--- src/rtl/wst_pkg.sv ---
// Package: address map, line indices and status bit positions shared
// by the write-status tracker and its checker. Assumes 32-bit data.
package wst_pkg;
    localparam int DW = 32;

    // Line indices of the global tracked registers
    localparam int T_CNT_LO = 0;
    localparam int T_CNT_HI = 1;
    localparam int T_CMP_LO = 2;
    localparam int T_CMP_HI = 3;
    localparam int T_INCR   = 4;
    localparam int T_GCTL   = 5;
    localparam int NGLOB    = 6;

    // Per-channel line offsets
    localparam int L_TICK   = 0;
    localparam int L_ICNT   = 1;
    localparam int L_LCTL   = 2;
    localparam int NPERCH   = 3;

    // Global addresses
    localparam int A_CNT_LO = 'h100;
    localparam int A_CNT_HI = 'h104;
    localparam int A_CSTAT  = 'h110;
    localparam int A_CMP_LO = 'h200;
    localparam int A_CMP_HI = 'h204;
    localparam int A_INCR   = 'h208;
    localparam int A_GCTL   = 'h240;
    localparam int A_GSTAT  = 'h24C;

    // Channel window
    localparam int CH_BASE   = 'h300;
    localparam int CH_STRIDE = 'h100;
    localparam int O_TICK    = 'h00;
    localparam int O_ICNT    = 'h08;
    localparam int O_LCTL    = 'h20;
    localparam int O_LSTAT   = 'h40;

    // Status bit positions (decoded by software)
    localparam int B_CMP_LO = 0;
    localparam int B_CMP_HI = 1;
    localparam int B_INCR   = 2;
    localparam int B_GCTL   = 16;
    localparam int B_CNT_LO = 0;
    localparam int B_CNT_HI = 1;
    localparam int B_TICK   = 0;
    localparam int B_ICNT   = 1;
    localparam int B_LCTL   = 3;
endpackage

--- src/rtl/wst_decode.sv ---
// Module: wst_decode
// Turns one bus write into a one-hot "tracked register written" vector
// and a per-line clear vector when a status word is written.
// Assumes at most one write per cycle; pure combinational.
module wst_decode
    import wst_pkg::*;
#(
    parameter int NCH = 2,
    parameter int AW  = 12,
    parameter int NT  = NGLOB + NPERCH * NCH
) (
    input  logic          wr_en,
    input  logic [AW-1:0] wr_addr,
    input  logic [DW-1:0] wr_data,
    output logic [NT-1:0] hit,
    output logic [NT-1:0] clr
);
    int a;

    // Address compare against the tracked list and the status words
    always_comb begin
        hit = '0;
        clr = '0;
        a   = int'(wr_addr);
        if (wr_en) begin
            if (a == A_CNT_LO) hit[T_CNT_LO] = 1'b1;
            if (a == A_CNT_HI) hit[T_CNT_HI] = 1'b1;
            if (a == A_CMP_LO) hit[T_CMP_LO] = 1'b1;
            if (a == A_CMP_HI) hit[T_CMP_HI] = 1'b1;
            if (a == A_INCR)   hit[T_INCR]   = 1'b1;
            if (a == A_GCTL)   hit[T_GCTL]   = 1'b1;
            if (a == A_CSTAT) begin
                clr[T_CNT_LO] = wr_data[B_CNT_LO];
                clr[T_CNT_HI] = wr_data[B_CNT_HI];
            end
            if (a == A_GSTAT) begin
                clr[T_CMP_LO] = wr_data[B_CMP_LO];
                clr[T_CMP_HI] = wr_data[B_CMP_HI];
                clr[T_INCR]   = wr_data[B_INCR];
                clr[T_GCTL]   = wr_data[B_GCTL];
            end
            for (int c = 0; c < NCH; c++) begin
                if (a == CH_BASE + CH_STRIDE * c + O_TICK)
                    hit[NGLOB + NPERCH * c + L_TICK] = 1'b1;
                if (a == CH_BASE + CH_STRIDE * c + O_ICNT)
                    hit[NGLOB + NPERCH * c + L_ICNT] = 1'b1;
                if (a == CH_BASE + CH_STRIDE * c + O_LCTL)
                    hit[NGLOB + NPERCH * c + L_LCTL] = 1'b1;
                if (a == CH_BASE + CH_STRIDE * c + O_LSTAT) begin
                    clr[NGLOB + NPERCH * c + L_TICK] = wr_data[B_TICK];
                    clr[NGLOB + NPERCH * c + L_ICNT] = wr_data[B_ICNT];
                    clr[NGLOB + NPERCH * c + L_LCTL] = wr_data[B_LCTL];
                end
            end
        end
    end
endmodule

--- src/rtl/wst_delay.sv ---
// Module: wst_delay
// Fixed-latency shift pipeline standing in for the crossing into the
// timer clock. Output is the input delayed by LAT cycles. LAT >= 1.
module wst_delay #(
    parameter int NT  = 12,
    parameter int LAT = 3
) (
    input  logic          clk,
    input  logic          rst_n,
    input  logic [NT-1:0] din,
    output logic [NT-1:0] dout
);
    logic [NT-1:0] stg [LAT];

    // First stage captures the decoded write
    always_ff @(posedge clk) begin
        if (!rst_n) stg[0] <= '0;
        else        stg[0] <= din;
    end

    for (genvar k = 1; k < LAT; k++) begin : g_stage
        // Each later stage shifts the previous one
        always_ff @(posedge clk) begin
            if (!rst_n) stg[k] <= '0;
            else        stg[k] <= stg[k-1];
        end
    end

    assign dout = stg[LAT-1];
endmodule

--- src/rtl/wst_sticky.sv ---
// Module: wst_sticky
// Sticky write-one-to-clear flags, one per tracked line. A set in the
// same cycle as a clear wins.
module wst_sticky #(
    parameter int NT = 12
) (
    input  logic          clk,
    input  logic          rst_n,
    input  logic [NT-1:0] set,
    input  logic [NT-1:0] clr,
    output logic [NT-1:0] q
);
    // Hold, clear by mask, then apply new sets on top
    always_ff @(posedge clk) begin
        if (!rst_n) q <= '0;
        else        q <= (q & ~clr) | set;
    end
endmodule

--- src/rtl/wst_tracker.sv ---
// Module: wst_tracker (top)
// Write completion tracker: decodes bus writes, delays them by LAT
// cycles into apply pulses, and keeps a sticky status bit per tracked
// register, laid out into the global, count and per-channel words.
// Assumes one write per cycle and NCH channels that fit in AW bits.
module wst_tracker
    import wst_pkg::*;
#(
    parameter int NCH = 2,
    parameter int AW  = 12,
    parameter int LAT = 3
) (
    input  logic                         clk,
    input  logic                         rst_n,
    input  logic                         wr_en,
    input  logic [AW-1:0]                wr_addr,
    input  logic [31:0]                  wr_data,
    output logic [NGLOB+NPERCH*NCH-1:0]  apply_o,
    output logic [31:0]                  gstat_o,
    output logic [31:0]                  cstat_o,
    output logic [32*NCH-1:0]            lstat_o
);
    localparam int NT = NGLOB + NPERCH * NCH;

    logic [NT-1:0] hit;
    logic [NT-1:0] clr;
    logic [NT-1:0] st_q;

    wst_decode #(.NCH(NCH), .AW(AW), .NT(NT)) u_dec (
        .wr_en   (wr_en),
        .wr_addr (wr_addr),
        .wr_data (wr_data),
        .hit     (hit),
        .clr     (clr)
    );

    wst_delay #(.NT(NT), .LAT(LAT)) u_dly (
        .clk   (clk),
        .rst_n (rst_n),
        .din   (hit),
        .dout  (apply_o)
    );

    wst_sticky #(.NT(NT)) u_stk (
        .clk   (clk),
        .rst_n (rst_n),
        .set   (apply_o),
        .clr   (clr),
        .q     (st_q)
    );

    // Place the shared global flags into their status words
    always_comb begin
        gstat_o = '0;
        cstat_o = '0;
        cstat_o[B_CNT_LO] = st_q[T_CNT_LO];
        cstat_o[B_CNT_HI] = st_q[T_CNT_HI];
        gstat_o[B_CMP_LO] = st_q[T_CMP_LO];
        gstat_o[B_CMP_HI] = st_q[T_CMP_HI];
        gstat_o[B_INCR]   = st_q[T_INCR];
        gstat_o[B_GCTL]   = st_q[T_GCTL];
    end

    for (genvar c = 0; c < NCH; c++) begin : g_ch
        // Place one channel's flags into its status word
        always_comb begin
            lstat_o[32*c +: 32]         = '0;
            lstat_o[32*c + B_TICK]      = st_q[NGLOB + NPERCH*c + L_TICK];
            lstat_o[32*c + B_ICNT]      = st_q[NGLOB + NPERCH*c + L_ICNT];
            lstat_o[32*c + B_LCTL]      = st_q[NGLOB + NPERCH*c + L_LCTL];
        end
    end
endmodule

--- config.mk ---
export PLATFORM = sky130hd
export DESIGN_NAME = wst_tracker
export DESIGN_NICKNAME = d
export VERILOG_FILES = /design/src/rtl/wst_pkg.sv /design/src/rtl/wst_decode.sv /design/src/rtl/wst_delay.sv /design/src/rtl/wst_sticky.sv /design/src/rtl/wst_tracker.sv
export SDC_FILE = /design/constraint.sdc
export NUM_CORES = 1
export LEC_CHECK = 0
export BUFFER_PORTS_ARGS = -buffer_cell sky130_fd_sc_hd__buf_2
export CAP_MARGIN = 20
export CORE_ASPECT_RATIO = 0.5
export CORE_UTILIZATION = 38
export CTS_BUF_LIST = sky130_fd_sc_hd__clkbuf_16
export DETAILED_ROUTE_END_ITERATION = 10
export PLACE_DENSITY_LB_ADDON = 0.2
export RECOVER_POWER = 25
export SLEW_MARGIN = 20
export SYNTH_ARGS = -nofsm -noshare
export SYNTH_HDL_FRONTEND = slang
export SYNTH_HIERARCHICAL = 1
export SYNTH_SLANG_ARGS = --single-unit
--- constraint.sdc ---
create_clock -name clk -period 1.65 [get_ports clk]
set_clock_uncertainty 0.15 [all_clocks]
set_input_delay 0.0825 -clock clk [delete_from_list [all_inputs] [get_ports clk]]
set_output_delay 0.0825 -clock clk [all_outputs]
set_load 0.01 [all_outputs]
==> summary.txt <==
Setup path
  • CP Cell Sequence: buf_2 -> or4b_1 -> buf_4 -> nor4_1 -> nor2b_1 -> o21a_1
  • Critical Path Sink Type: flip-flop
  • Slowest-stage cell, CP: or4b_1
  • R2R depth: 2
  • FF-to-FF setup slack: 0.78 ns
  • Worst endpoint required time: 1.68 ns
  • Buf+Inv Stages, Crit Path: 2
  • CP arrival: 1.50 ns
  • Crit path kind: input port to flip-flop
  • Critical Path Source Type: input port
  • Crit path max-delay family: simple AND/OR/NAND/NOR gates
  • Worst path max stage delay: 0.53 ns
  • CP max FO: 8
  • R2R Path Start: u_stk/q[4]
  • R2r endpoint: u_stk/q[4]

Timing
  • Final min period: 1.47 ns
  • Worst-Margin Slew: 0.759 ns
  • Slew Viols, Final: 0
  • Slew HR: 0.494
  • Setup TNS: 0 ns
  • Final setup viols: 0
  • Highest clock rate: 0.680 GHz
  • Endpoints failing hold: 0
  • RSZ-0062 raised after global routing: no
  • Hold Slack: 0.131 ns
  • Fin crit share: 0.891

Logic synthesis
  • Post-synthesis cell count: 287
  • Post-synth top area share: 0.352
  • Post-synthesis cell area: 2730 µm²
  • Ranking of synthesized cells by area: dfxtp_1 35%, buf_4 32%, and2_2 9.9%
  • Count of warnings emitted by yosys: 6
  • Netlist cell types: 25
  • Avg Inst Size Synth: 9.51 µm²
  • Flops & latches, synth: 48
  • Synth area leader: dfxtp_1
  • Sequential share of the synthesized area: 0.352

Final layout
  • Post-Layout Cell Count: 433
  • N_diodes: 0
  • Fin nets: 387
  • Most common cell after layout, fill and taps aside: conb_1
  • Most frequent cells in the layout: 116 x conb_1, 48 x dfxtp_1, 42 x buf_2
  • Final core utilization: 0.415
  • Layout cell share with drive strength beyond 1: 0.320
  • Layout overhead on the synthesized area: 3.58%

Power and ir drop
  • Pwr/cell area: 888 nW/µm²
  • P_leak: 1.39 nW
  • Total power: 2.51 mW
  • Max VDD drop: 0.418 mV

Drt
  • Total number of vias: 1,671
  • Vias per cell: 3.86
  • Pre-antenna DRT Iters: 4
  • Post-detailed-route DRC marker count: 0
  • Routed WL per cell: 9.93 µm
  • Initial DRC Count: 27
  • Antenna viol nets, final: 0
  • Wirelength, routed: 4300 µm

Die
  • Die area: 7540 µm²
  • Row count: 21
  • Die H: 61.9 µm
  • Starting Density: 0.401
  • CORE AREA: 6810 µm²
  • Die span in x: 122 µm
  • Top Ports: 187

Clocking
  • Post-CTS resize count: 0
  • Bufs on Longest Clock Path: 2
  • Worst skew pair latency: 0.28 ns
  • Post-CTS setup buffer count: 0
  • CTS Sinks: 48
  • CTS Root Cell: clkbuf_16
  • Worst-path clk slew: 0.06 ns
  • TritonCTS clock tree: built
  • Number of CTS-inserted buffers: 5
  • CTS H-tree lvls: 2
  • CTS Hold Bufs: 0

Worst hold path
  • Min-delay src: wr_data[0]
  • Hold Crit Endpoint: u_stk/q[0]
  • Worst Hold Depth: 5
  • Worst Hold Class: input port to flip-flop

GRT
  • Pin count of the biggest net entering global routing: 26
  • Number of global-route vias before repair: 1,382
  • First-pass GRT wire length: 6330 µm
  • Global-route usage over all layers: 0.113
  • Initial antenna violation count: 0
  • Total congestion overflow: 0

Run status
  • Status: completed

Placement
  • DP HPWL: 3390 µm
  • DP Cell Count: 425
  • IO buf count: 43
  • Gpl congestion: 0.798

Flow run
  • Max Cap Viol: 0
report_power, final:
part | leakage [nW] | switching, mW | internal [mW]
registers | 0.386 | 0.0000151 | 1.16
logic | 0.924 | 0.188 | 0.0528
clock network | 0.0798 | 0.399 | 0.711
routing by layer:
| layer | vias up | wire, µm | GRT usage | share of wire |
|---|---|---|---|---|
| met2 | 86 | 2070 | 0.196 | 0.48 |
| met3 | 2 | 261 | 0.0328 | 0.061 |
| met4 | 0 | 40 | 0.0476 | 0.0093 |
| met5 | - | 0 | 0 | 0 |
| met1 | 762 | 1930 | 0.135 | 0.45 |
| li1 | 821 | - | - | - |
layout make-up:
| type | instances | area, µm² |
|---|---|---|
| inverter | 1 | 3.75 |
| clock buffer | 5 | 125 |
| tap | 92 | 115 |
| timing repair buffer | 58 | 324 |
| multi-input combinational | 226 | 1250 |
| clock inverter | 3 | 42.5 |
| sequential | 48 | 961 |
| fill | 657 | 3980 |
worst min-delay path: cells and delay by family:
family	cells	cell delay (ns)
AO/OA/AOI/OAI	1	0.11
buffers and inverters	1	0.10
AND/OR/NAND/NOR	3	0.23
worst max-delay path by stage:
stage                                  to  cells past startpoint        from  slack (ns)
after detailed placement       u_stk/q[5]                      6  wr_addr[5]       -0.13
after global placement    u_dly/stg[0][8]                      5  wr_addr[2]        -0.1
after floorplan                u_stk/q[8]                      6  wr_addr[2]        0.08
final                          u_stk/q[5]                      6  wr_addr[5]        0.18
after global routing           u_stk/q[4]                      6  wr_addr[5]        0.10
after CTS                      u_stk/q[5]                      6  wr_addr[5]        0.17
state kept, by name, summed over array words and instances, names as in the netlist:
register	cells
u_dly/stg	36
u_stk/q	12
stage by stage:
step / setup slack [ns] / cell area, µm²
detailed placement: -0.131 / 2680
floorplan: 0.0848 / 3160
global placement: -0.0985 / 2680
CTS: 0.169 / 2840
finish: 0.179 / 2830
global route: 0.102 / 2830
logic make-up (layout without fill, tap and decap cells):
logic type / count (synthesis) / count (layout) / synth area share
other: 1 / 116 / 0.00137
AND/OR/NAND/NOR: 98 / 98 / 0.267
buffers and inverters: 128 / 67 / 0.346
flip-flops: 48 / 48 / 0.352
AO/OA/AOI/OAI: 12 / 12 / 0.0330
synth_stat cells, drive strengths merged:
library cell / n
buf: 120
dfxtp: 48
and2: 36
nor4: 24
nor2b: 12
o21a: 12
clkbuf: 7
or4b: 5
nand3b: 4
or4: 4
nand2: 3
nand2b: 3
or4bb: 3
or3b: 2
conb: 1
inv: 1
nand4b: 1
nand4bb: 1
No activity file was read; power rests on OpenSTA's default activity.
